<file path="src/rtl/qspi_ctrl_pkg.sv">
package qspi_ctrl_pkg;

    typedef enum logic [2:0] {
        PH_IDLE,
        PH_HDR,
        PH_DUMMY,
        PH_WDATA,
        PH_RDATA,
        PH_DRAIN,
        PH_RESP
    } phase_e;

    // Pad positions of the shared bus (fixed by board wiring)
    localparam int PAD_CS_FLASH = 0;
    localparam int PAD_SD0      = 1;
    localparam int PAD_SD1      = 2;
    localparam int PAD_SCK      = 3;
    localparam int PAD_SD2      = 4;
    localparam int PAD_SD3      = 5;
    localparam int PAD_CS_RAMA  = 6;
    localparam int PAD_CS_RAMB  = 7;

    localparam logic [7:0] CMD_READ  = 8'hEB;
    localparam logic [7:0] CMD_WRITE = 8'h38;

    // Reorders a little-endian word so the first byte sits in the top bits
    function automatic logic [31:0] byte_swap(input logic [31:0] w);
        return {w[7:0], w[15:8], w[23:16], w[31:24]};
    endfunction

endpackage

</file>
<file path="src/rtl/qspi_addr_decode.sv">
module qspi_addr_decode #(
    parameter int ADDR_W = 25,
    parameter int DEV_AW = 24
) (
    input  logic [ADDR_W-1:0] addr,
    input  logic              write,
    input  logic              fetch,
    output logic [2:0]        sel,
    output logic [DEV_AW-1:0] dev_addr,
    output logic              reject
);
    logic is_flash;

    always_comb begin
        is_flash = ~addr[ADDR_W-1];
        sel[0]   = is_flash;
        sel[1]   = addr[ADDR_W-1] & ~addr[ADDR_W-2];
        sel[2]   = addr[ADDR_W-1] &  addr[ADDR_W-2];
        if (is_flash) dev_addr = addr[DEV_AW-1:0];
        else          dev_addr = {1'b0, addr[DEV_AW-2:0]};
        reject = (write & is_flash) | (fetch & ~is_flash);
    end
endmodule

</file>
<file path="src/rtl/qspi_sample_delay.sv">
module qspi_sample_delay #(
    parameter int MAX_LAT = 3,
    parameter int LAT_W   = 2
) (
    input  logic             clk,
    input  logic             rst_n,
    input  logic             strobe_in,
    input  logic [LAT_W-1:0] lat,
    output logic             strobe_out
);
    logic [MAX_LAT-1:0] dl_d, dl_q;

    generate
        if (MAX_LAT == 1) begin : g_one
            always_comb dl_d = strobe_in;
        end else begin : g_many
            always_comb dl_d = {dl_q[MAX_LAT-2:0], strobe_in};
        end
    endgenerate

    always_comb begin
        strobe_out = 1'b0;
        if (lat == '0) strobe_out = strobe_in;
        for (int i = 0; i < MAX_LAT; i++) begin
            if (int'(lat) == i + 1) strobe_out = dl_q[i];
        end
    end

    always_ff @(posedge clk or negedge rst_n) begin
        if (!rst_n) dl_q <= '0;
        else        dl_q <= dl_d;
    end
endmodule

</file>
<file path="src/rtl/qspi_bus_ctrl.sv">
module qspi_bus_ctrl
    import qspi_ctrl_pkg::*;
#(
    parameter int ADDR_W    = 25,
    parameter int DUMMY_CYC = 4,
    parameter int MAX_LAT   = 3
) (
    input  logic              clk,
    input  logic              rst_n,
    input  logic [1:0]        cfg_latency,
    input  logic              req_valid,
    output logic              req_ready,
    input  logic [ADDR_W-1:0] req_addr,
    input  logic              req_write,
    input  logic              req_fetch,
    input  logic [1:0]        req_size,
    input  logic [31:0]       req_wdata,
    output logic              rsp_valid,
    output logic [31:0]       rsp_rdata,
    output logic              rsp_err,
    input  logic [7:0]        bus_in,
    output logic [7:0]        bus_out,
    output logic [7:0]        bus_oe
);
    localparam int DEV_AW  = 24;
    localparam int HDR_NIB = (8 + DEV_AW) / 4;
    localparam int MAX_CNT = (HDR_NIB > DUMMY_CYC) ? HDR_NIB : DUMMY_CYC;
    localparam int CNT_W   = (MAX_CNT > 8) ? $clog2(MAX_CNT) : 3;
    localparam int LAT_W   = 2;

    typedef struct packed {
        phase_e             ph;
        logic               half;
        logic [CNT_W-1:0]   cnt;
        logic [31:0]        sh;
        logic [31:0]        wbuf;
        logic [2:0]         sel;
        logic               oe;
        logic               sck;
        logic               wr;
        logic [3:0]         nib_tot;
        logic [3:0]         rcnt;
        logic [31:0]        rdata;
        logic               err;
        logic [LAT_W-1:0]   lat;
    } regs_t;

    regs_t r_d, r_q;

    logic [2:0]        dec_sel;
    logic [DEV_AW-1:0] dec_addr;
    logic              dec_reject;
    logic [3:0]        nib_req;
    logic              strobe_now, cap;
    logic [3:0]        nib_in;
    logic [4:0]        cap_pos;
    logic              unused_pins;

    qspi_addr_decode #(.ADDR_W(ADDR_W), .DEV_AW(DEV_AW)) u_dec (
        .addr     (req_addr),
        .write    (req_write),
        .fetch    (req_fetch),
        .sel      (dec_sel),
        .dev_addr (dec_addr),
        .reject   (dec_reject)
    );

    assign strobe_now = (r_q.ph == PH_RDATA) && r_q.half;

    qspi_sample_delay #(.MAX_LAT(MAX_LAT), .LAT_W(LAT_W)) u_dly (
        .clk        (clk),
        .rst_n      (rst_n),
        .strobe_in  (strobe_now),
        .lat        (r_q.lat),
        .strobe_out (cap)
    );

    assign nib_in      = {bus_in[PAD_SD3], bus_in[PAD_SD2], bus_in[PAD_SD1], bus_in[PAD_SD0]};
    assign unused_pins = ^{bus_in[PAD_CS_RAMB], bus_in[PAD_CS_RAMA], bus_in[PAD_SCK], bus_in[PAD_CS_FLASH]};
    // nibble k: byte k/2, upper half when k is even
    assign cap_pos     = {r_q.rcnt[2:1], ~r_q.rcnt[0], 2'b00};
    assign nib_req     = req_size[1] ? 4'd8 : (req_size[0] ? 4'd4 : 4'd2);

    always_comb begin
        r_d = r_q;
        if (cap) begin
            r_d.rdata[cap_pos +: 4] = nib_in;
            r_d.rcnt = r_q.rcnt + 4'd1;
        end
        case (r_q.ph)
            PH_IDLE: begin
                if (req_valid) begin
                    r_d.wr      = req_write;
                    r_d.lat     = cfg_latency;
                    r_d.nib_tot = nib_req;
                    r_d.rcnt    = '0;
                    r_d.rdata   = '0;
                    r_d.err     = dec_reject;
                    r_d.wbuf    = byte_swap(req_wdata);
                    if (dec_reject) begin
                        r_d.ph = PH_RESP;
                    end else begin
                        r_d.ph   = PH_HDR;
                        r_d.sel  = dec_sel;
                        r_d.sh   = {req_write ? CMD_WRITE : CMD_READ, dec_addr};
                        r_d.cnt  = CNT_W'(HDR_NIB - 1);
                        r_d.half = 1'b0;
                        r_d.sck  = 1'b0;
                        r_d.oe   = 1'b1;
                    end
                end
            end
            PH_HDR, PH_DUMMY, PH_WDATA, PH_RDATA: begin
                if (!r_q.half) begin
                    r_d.half = 1'b1;
                    r_d.sck  = 1'b1;
                end else begin
                    r_d.half = 1'b0;
                    r_d.sck  = 1'b0;
                    if (r_q.cnt != '0) begin
                        r_d.cnt = r_q.cnt - 1'b1;
                        r_d.sh  = {r_q.sh[27:0], 4'h0};
                    end else if (r_q.ph == PH_HDR) begin
                        if (r_q.wr) begin
                            r_d.ph  = PH_WDATA;
                            r_d.sh  = r_q.wbuf;
                            r_d.cnt = CNT_W'(r_q.nib_tot - 4'd1);
                        end else begin
                            r_d.ph  = PH_DUMMY;
                            r_d.oe  = 1'b0;
                            r_d.cnt = CNT_W'(DUMMY_CYC - 1);
                        end
                    end else if (r_q.ph == PH_DUMMY) begin
                        r_d.ph  = PH_RDATA;
                        r_d.cnt = CNT_W'(r_q.nib_tot - 4'd1);
                    end else if (r_q.ph == PH_WDATA) begin
                        r_d.ph  = PH_RESP;
                        r_d.sel = '0;
                        r_d.oe  = 1'b0;
                    end else begin
                        r_d.ph  = PH_DRAIN;
                        r_d.sel = '0;
                    end
                end
            end
            PH_DRAIN: if (r_q.rcnt == r_q.nib_tot) r_d.ph = PH_RESP;
            PH_RESP:  r_d.ph = PH_IDLE;
            default:  r_d.ph = PH_IDLE;
        endcase
    end

    always_ff @(posedge clk or negedge rst_n) begin
        if (!rst_n) r_q <= '0;
        else        r_q <= r_d;
    end

    assign req_ready = (r_q.ph == PH_IDLE);
    assign rsp_valid = (r_q.ph == PH_RESP);
    assign rsp_err   = rsp_valid & r_q.err;
    assign rsp_rdata = r_q.rdata;

    always_comb begin
        bus_out               = '0;
        bus_out[PAD_CS_FLASH] = ~r_q.sel[0];
        bus_out[PAD_CS_RAMA]  = ~r_q.sel[1];
        bus_out[PAD_CS_RAMB]  = ~r_q.sel[2];
        bus_out[PAD_SCK]      = r_q.sck;
        bus_out[PAD_SD0]      = r_q.sh[28];
        bus_out[PAD_SD1]      = r_q.sh[29];
        bus_out[PAD_SD2]      = r_q.sh[30];
        bus_out[PAD_SD3]      = r_q.sh[31];
        bus_oe                = '1;
        bus_oe[PAD_SD0]       = r_q.oe;
        bus_oe[PAD_SD1]       = r_q.oe;
        bus_oe[PAD_SD2]       = r_q.oe;
        bus_oe[PAD_SD3]       = r_q.oe;
    end
endmodule

</file>
<file path="config.mk">
export PLATFORM = sky130hd
export DESIGN_NAME = qspi_bus_ctrl
export DESIGN_NICKNAME = d
export VERILOG_FILES = /design/src/rtl/qspi_ctrl_pkg.sv /design/src/rtl/qspi_addr_decode.sv /design/src/rtl/qspi_sample_delay.sv /design/src/rtl/qspi_bus_ctrl.sv
export SDC_FILE = /design/constraint.sdc
export NUM_CORES = 1
export LEC_CHECK = 0
export BUFFER_PORTS_ARGS = -buffer_cell sky130_fd_sc_hd__buf_2
export CAP_MARGIN = 20
export CORE_MARGIN = 8
export CORE_UTILIZATION = 50
export CTS_BUF_LIST = sky130_fd_sc_hd__clkbuf_16
export CTS_CLUSTER_DIAMETER = 40
export DETAILED_ROUTE_END_ITERATION = 16
export GPL_ROUTABILITY_DRIVEN = 1
export PLACE_DENSITY_LB_ADDON = 0.3
export SKIP_LAST_GASP = 1
export SYNTH_ARGS = -nofsm -noshare
export SYNTH_HDL_FRONTEND = slang
export SYNTH_SLANG_ARGS = --single-unit
</file>
<file path="constraint.sdc">
create_clock -name clk -period 5.2 [get_ports clk]
set_input_delay 0 -clock clk [delete_from_list [all_inputs] [get_ports clk]]
set_output_delay 0 -clock clk [all_outputs]
set_load 0.005 [all_outputs]
</file>
# --- Yosys cells after proc, flatten, opt, wreduce, memory -nomap -nowiden ---
# Cells that the tools add are included.
totals:
  input_bits: 74
  regBits: 123
op_classes:
  mux: 40
  reduce_logical: 13
  bitwise_logic: 12
  add_sub_neg: 4
  n_shift: 2
  eq_ne: 23
op_table:
  columns: ["cell", "n"]
  rows:
  - ["120-bit 2-to-1 mux", 1]
  - ["36-bit 2-to-1 mux", 2]
  - ["36-bit one-hot mux with 2 select lines", 1]
  - ["35-bit 2-to-1 mux", 2]
  - ["32-bit 2-to-1 mux", 2]
  - ["39-bit 2-to-1 mux", 1]
  - ["3-bit 2-to-1 mux", 11]
  - ["32-bit bitwise mux", 1]
  - ["4-bit by 7-bit variable shift with 32-bit output, first input constant", 1]
  - ["4-bit by 7-bit indexed part select with 32-bit output", 1]
  - ["24-bit 2-to-1 mux", 1]
  - ["4-bit 2-to-1 mux", 4]
  - ["3-bit inequality test, second input constant", 5]
  - ["2-bit inequality test, second input constant", 7]
  - ["5-bit one-hot mux with 2 select lines", 1]
  - ["3-bit == test, second input constant", 3]
  - ["1-bit 2-to-1 mux", 9]
  - ["3-bit one-hot mux with 3 select lines", 1]
  - ["8-bit 2-to-1 mux", 1]
  - ["8-bit AND reduction", 1]
  - ["5-bit negation with 7-bit output", 1]
  - ["7-bit AND reduction", 1]
  - ["3-bit by 2-bit == test with 1-bit output, second input constant", 2]
  - ["1-bit inverter", 6]
  - ["other kinds (22)", 28]

# --- Longest topological paths before layout ---
depth:
  word_depth: 9
  ltp_mapped: 9
  mapped_depth_nobuf: 6

# --- By module ---
# Synthesis repeated with hierarchy kept, for this count alone.
hier_totals:
  hier_cells: 701
  hier_area_um2: 6448.7
modules_own_cells:
  columns: ["mod", "cells_per_inst", "n_inst", "area_per_inst_um2"]
  rows:
  - ["qspi_bus_ctrl", 668, 1, 6132.1]
  - ["qspi_addr_decode", 29, 1, 219.0]
  - ["qspi_sample_delay", 4, 1, 97.6]

# --- Least setup slack after synthesis ---
# OpenSTA, ideal clock, no wires.
synth_path:
  kind: "register to register"
  from: "register r_q, in the netlist cap_pos[3]"
  to: "register r_q, in the netlist rsp_rdata[16]"
  n_path_buf: 1
  synth_period_minus_slack_ns: 2.253
  path_stages_with_launch: 8
  path_slack_ns: 2.947
  setup_ns: 0.130
  arrival_time_ns: 2.122
  required_ns: 5.070
  cell_sequence: "dfrtp_1 -> inv_1 -> ha_1 -> ha_1 -> or3b_2 -> or3_1 -> clkbuf_1 -> mux2i_1"
synth_lines:
  columns: ["element", "line", "source"]
  rows:
  - ["start, declared", "qspi_bus_ctrl.sv:48", "regs_t r_d, r_q;"]
  - ["start signal, assigned", "qspi_bus_ctrl.sv:154", "else r_q <= r_d;"]

==> impl_metrics.env <==
export IMPL_status="completed"
export IMPL_grt_usage=0.1939
export IMPL_yosys_area_top_type="dfrtp_1"
export IMPL_nNetsFinal=839
export IMPL_final_hold_viol_count=0
export IMPL_regArea_um2=3028
export IMPL_clk_latency_ns=0.41
export IMPL_finalSetupViolCount=0
export IMPL_p_sw_frac=0.3691
export IMPL_netlist_area_um2=6561
export IMPL_crit_fanout=39
export IMPL_cap_violations=0
export IMPL_reg2regPathDepth=5
export IMPL_start_util=0.5035
export IMPL_grt_start_max_net_pins=69
export IMPL_io_pins=125
export IMPL_synth_seq_cells=121
export IMPL_r2r_start="r_q[35]$_DFF_PN0_"
export IMPL_fp_dieH_um=130.6
export IMPL_drc=0
export IMPL_seqPwrFrac=0.341
export IMPL_power_density_nw_per_um2=593.1
export IMPL_antenna_found_initial=0
export IMPL_synth_cell_types=53
export IMPL_synthTopCellsByArea="dfrtp_1, nand2_1, mux2i_1"
export IMPL_synth_edf_count=0
export IMPL_power_leakage_nw=4.161
export IMPL_core_rowCount=42
export IMPL_design_area_um2=7974
export IMPL_cts_buffers=17
export IMPL_cts_htree_levels=4
export IMPL_cts_root_buf="clkbuf_16"
export IMPL_postRouteAntennaNets=0
export IMPL_p_sw_w=0.001746
export IMPL_skew_ns=0.005817
export IMPL_clockPowerShare=0.230
export IMPL_num_fill_cells=1073
export IMPL_hold_path_end="r_q[98]$_DFFE_PN0P_"
export IMPL_cts_buffer_depth=2
export IMPL_fin_ws_ns=2.284
export IMPL_postSynthAreaPerCell_um2=10.08
export IMPL_period_share=0.5608
export IMPL_drt_pass1_iterations=4
export IMPL_dp_hpwl_um=9907
export IMPL_fin_cells=947
export IMPL_viasPerCell=5.288
export IMPL_wire_per_inst_um=16.45
export IMPL_vias=5008
export IMPL_fmax_mhz=342.9
export IMPL_power_w=0.004729
export IMPL_die_w_um=130.6
export IMPL_end_kind="flop"
export IMPL_hold_depth=4
export IMPL_grt_first_pass_wirelength_um=25970
export IMPL_dpl_cell_area_um2=6870
export IMPL_max_slew_worst_pin_slew_ns=1.008
export IMPL_setup_tns_ns=0
export IMPL_r2r_slack_ns=2.28
export IMPL_async_flop_share=1.000
export IMPL_cts_setup_buffers=0
export IMPL_tritoncts="yes"
export IMPL_totalWireLength_um=15570
export IMPL_worstPathArrival_ns=3.20
export IMPL_place_inst=860
export IMPL_slew_headroom=0.3277
export IMPL_grt_pass1_vias=5329
export IMPL_p_int_w=0.002984
export IMPL_grt_overflow=0
export IMPL_ys_seq_area_frac=0.4615
export IMPL_yosysWarnings=0
export IMPL_peakVddDrop_mv=0.2640
export IMPL_startpoint_type="flop"
export IMPL_place_gp_congestion=0.7832
export IMPL_grt_setup_unrepaired="false"
export IMPL_critPathKind="flop to flop"
export IMPL_layout_drive_gt1_share=0.2490
export IMPL_p_comb_frac=0.429
export IMPL_hp_class="input pin to flop"
export IMPL_syn_to_final_growth_pct=21.53
export IMPL_drtIter0Drc=353
export IMPL_synthFlopType="dfrtp_1"
export IMPL_yosysTopAreaCellShare=0.4615
export IMPL_post_place_ws_ns=2.311
export IMPL_clock_sinks=121
export IMPL_cp_data_required_time_ns=5.48
export IMPL_clk_pin_slew_ns=0.05
export IMPL_dieArea_um2=17040
export IMPL_multi_input_area_um2=2942
export IMPL_worstHoldStart="req_addr[17]"
export IMPL_postSynthCellCount=651
export IMPL_timing_rr_end="rsp_rdata[17]$_DFF_PN0_"
export IMPL_n_antenna_cell=0
export IMPL_post_cts_resized=0
export IMPL_period_minus_slack_ns=2.916
export IMPL_slew_violations=0
export IMPL_ctsHoldBuffers=56
export IMPL_coreArea_um2=13030
export IMPL_portBuffers=116
-- placed cells by master (no fill, tap or decap), types with 3 or more instances in the layout --
| cell | netlist | routed |
|---|---|---|
| nand2_1 | 171 | 171 |
| dfrtp_1 | 121 | 121 |
| buf_2 | 8 | 115 |
| mux2i_1 | 59 | 59 |
| dlygate4sd3_1 | 0 | 56 |
| mux2_4 | 30 | 30 |
| a21oi_1 | 24 | 24 |
| inv_1 | 18 | 21 |
| o31ai_1 | 19 | 19 |
| clkbuf_16 | 0 | 17 |
| nand4b_1 | 16 | 16 |
| a31oi_1 | 11 | 11 |
| nor2_1 | 8 | 8 |
| a32o_1 | 6 | 6 |
| ha_1 | 6 | 6 |
| o21ai_0 | 5 | 5 |
| mux2_2 | 5 | 5 |
| or3_1 | 5 | 5 |
| buf_4 | 45 | 5 |
| nand3b_1 | 4 | 4 |
| conb_1 | 1 | 4 |
| clkinv_2 | 0 | 4 |
| xor2_1 | 3 | 3 |
| nand3_1 | 3 | 3 |
| nor3b_1 | 3 | 3 |
| and2_1 | 3 | 3 |
| clkinv_1 | 0 | 3 |
-- worst max path at each step --
| stage | startpoint | to | depth (start not counted) |
|---|---|---|---|
| after floorplan | cap_pos[3]$_DFF_PN0_ | rsp_rdata[16]$_DFF_PN0_ | 7 |
| after global placement | r_q[117]$_DFFE_PN0P_ | r_q[101]$_DFFE_PN0P_ | 4 |
| after detailed placement | r_q[35]$_DFF_PN0_ | rsp_rdata[17]$_DFF_PN0_ | 5 |
| after CTS | r_q[35]$_DFF_PN0_ | rsp_rdata[17]$_DFF_PN0_ | 5 |
| after global routing | r_q[35]$_DFF_PN0_ | rsp_rdata[17]$_DFF_PN0_ | 5 |
| final | r_q[35]$_DFF_PN0_ | rsp_rdata[17]$_DFF_PN0_ | 5 |
-- worst max-delay path, cell delays in order, from the launching register on --
cell and delay (ns):
dfrtp_1 0.75, ha_1 0.43, ha_1 0.40, or3b_2 0.55, or3_1 0.48, mux2i_1 0.16
-- registers in the layout, summed over array words and instances, names as in the netlist --
name,cells
bus_oe,1
u_dly.dl_q,3
bus_out,4
rsp_rdata,32
cap_pos,2
r_q,79
-- cells by family (layout without fill, tap and decap cells) --
kind of cell,Yosys count,in the layout,synth area share
simple gates,232,232,0.1659
compound gates,82,82,0.08620
flops,121,121,0.4615
mux,96,96,0.1741
buf+inv,108,225,0.09363
xor+xnor,5,5,0.006676
fa+ha+maj,6,6,0.01144
other cells,1,4,0.0005715
-- per-stage QoR --
| step | hold WS [ns] | util |
|---|---|---|
| after detailed placement | 0.1719 | 0.5272 |
| after global routing | 0.02587 | 0.6118 |
| after global placement | 0.1546 | 0.5272 |
| after CTS | 0.0002498 | 0.6118 |
| final | 0.007346 | 0.6118 |
| after floorplan | -0.2956 | - |
-- Yosys cell counts (6+ instances only) --
| cell type | count |
|---|---|
| a21oi_1 | 24 |
| inv_1 | 18 |
| clkbuf_1 | 30 |
| dfrtp_1 | 121 |
| nor2_1 | 8 |
| a31oi_1 | 11 |
| mux2i_1 | 59 |
| nand4b_1 | 16 |
| o31ai_1 | 19 |
| buf_2 | 8 |
| ha_1 | 6 |
| nand2_1 | 171 |
| mux2_4 | 30 |
| a32o_1 | 6 |
| buf_4 | 45 |
-- cell type report --
type | count | area share
Clock buffer | 17 | 0.05335
Clock inverter | 14 | 0.01475
Inverter | 18 | 0.008473
Multi-Input combinational cell | 425 | 0.3689
Sequential cell | 121 | 0.3797
Tap cell | 176 | 0.02762
Timing Repair Buffer | 176 | 0.1472
-- power groups by stage --
stage                     Combinational, W  Clock (W)  Sequential (W)
after global routing               0.00224    0.00116         0.00167
after global placement             0.00193          0         0.00160
after CTS                          0.00204    0.00111         0.00161
after floorplan                    0.00179          0         0.00149
final                              0.00203    0.00109         0.00161
after detailed placement           0.00199          0         0.00162
-- layer usage --
metal / global-route usage / vias to the layer above / routed length, um
met4: 0.08170 / 0 / 312
met5: 0 / - / 0
met2: 0.3165 / 125 / 7639
li1: - / 2396 / -
met1: 0.2404 / 2459 / 6854
met3: 0.04911 / 28 / 768
(Power assumes the default switching activity.)
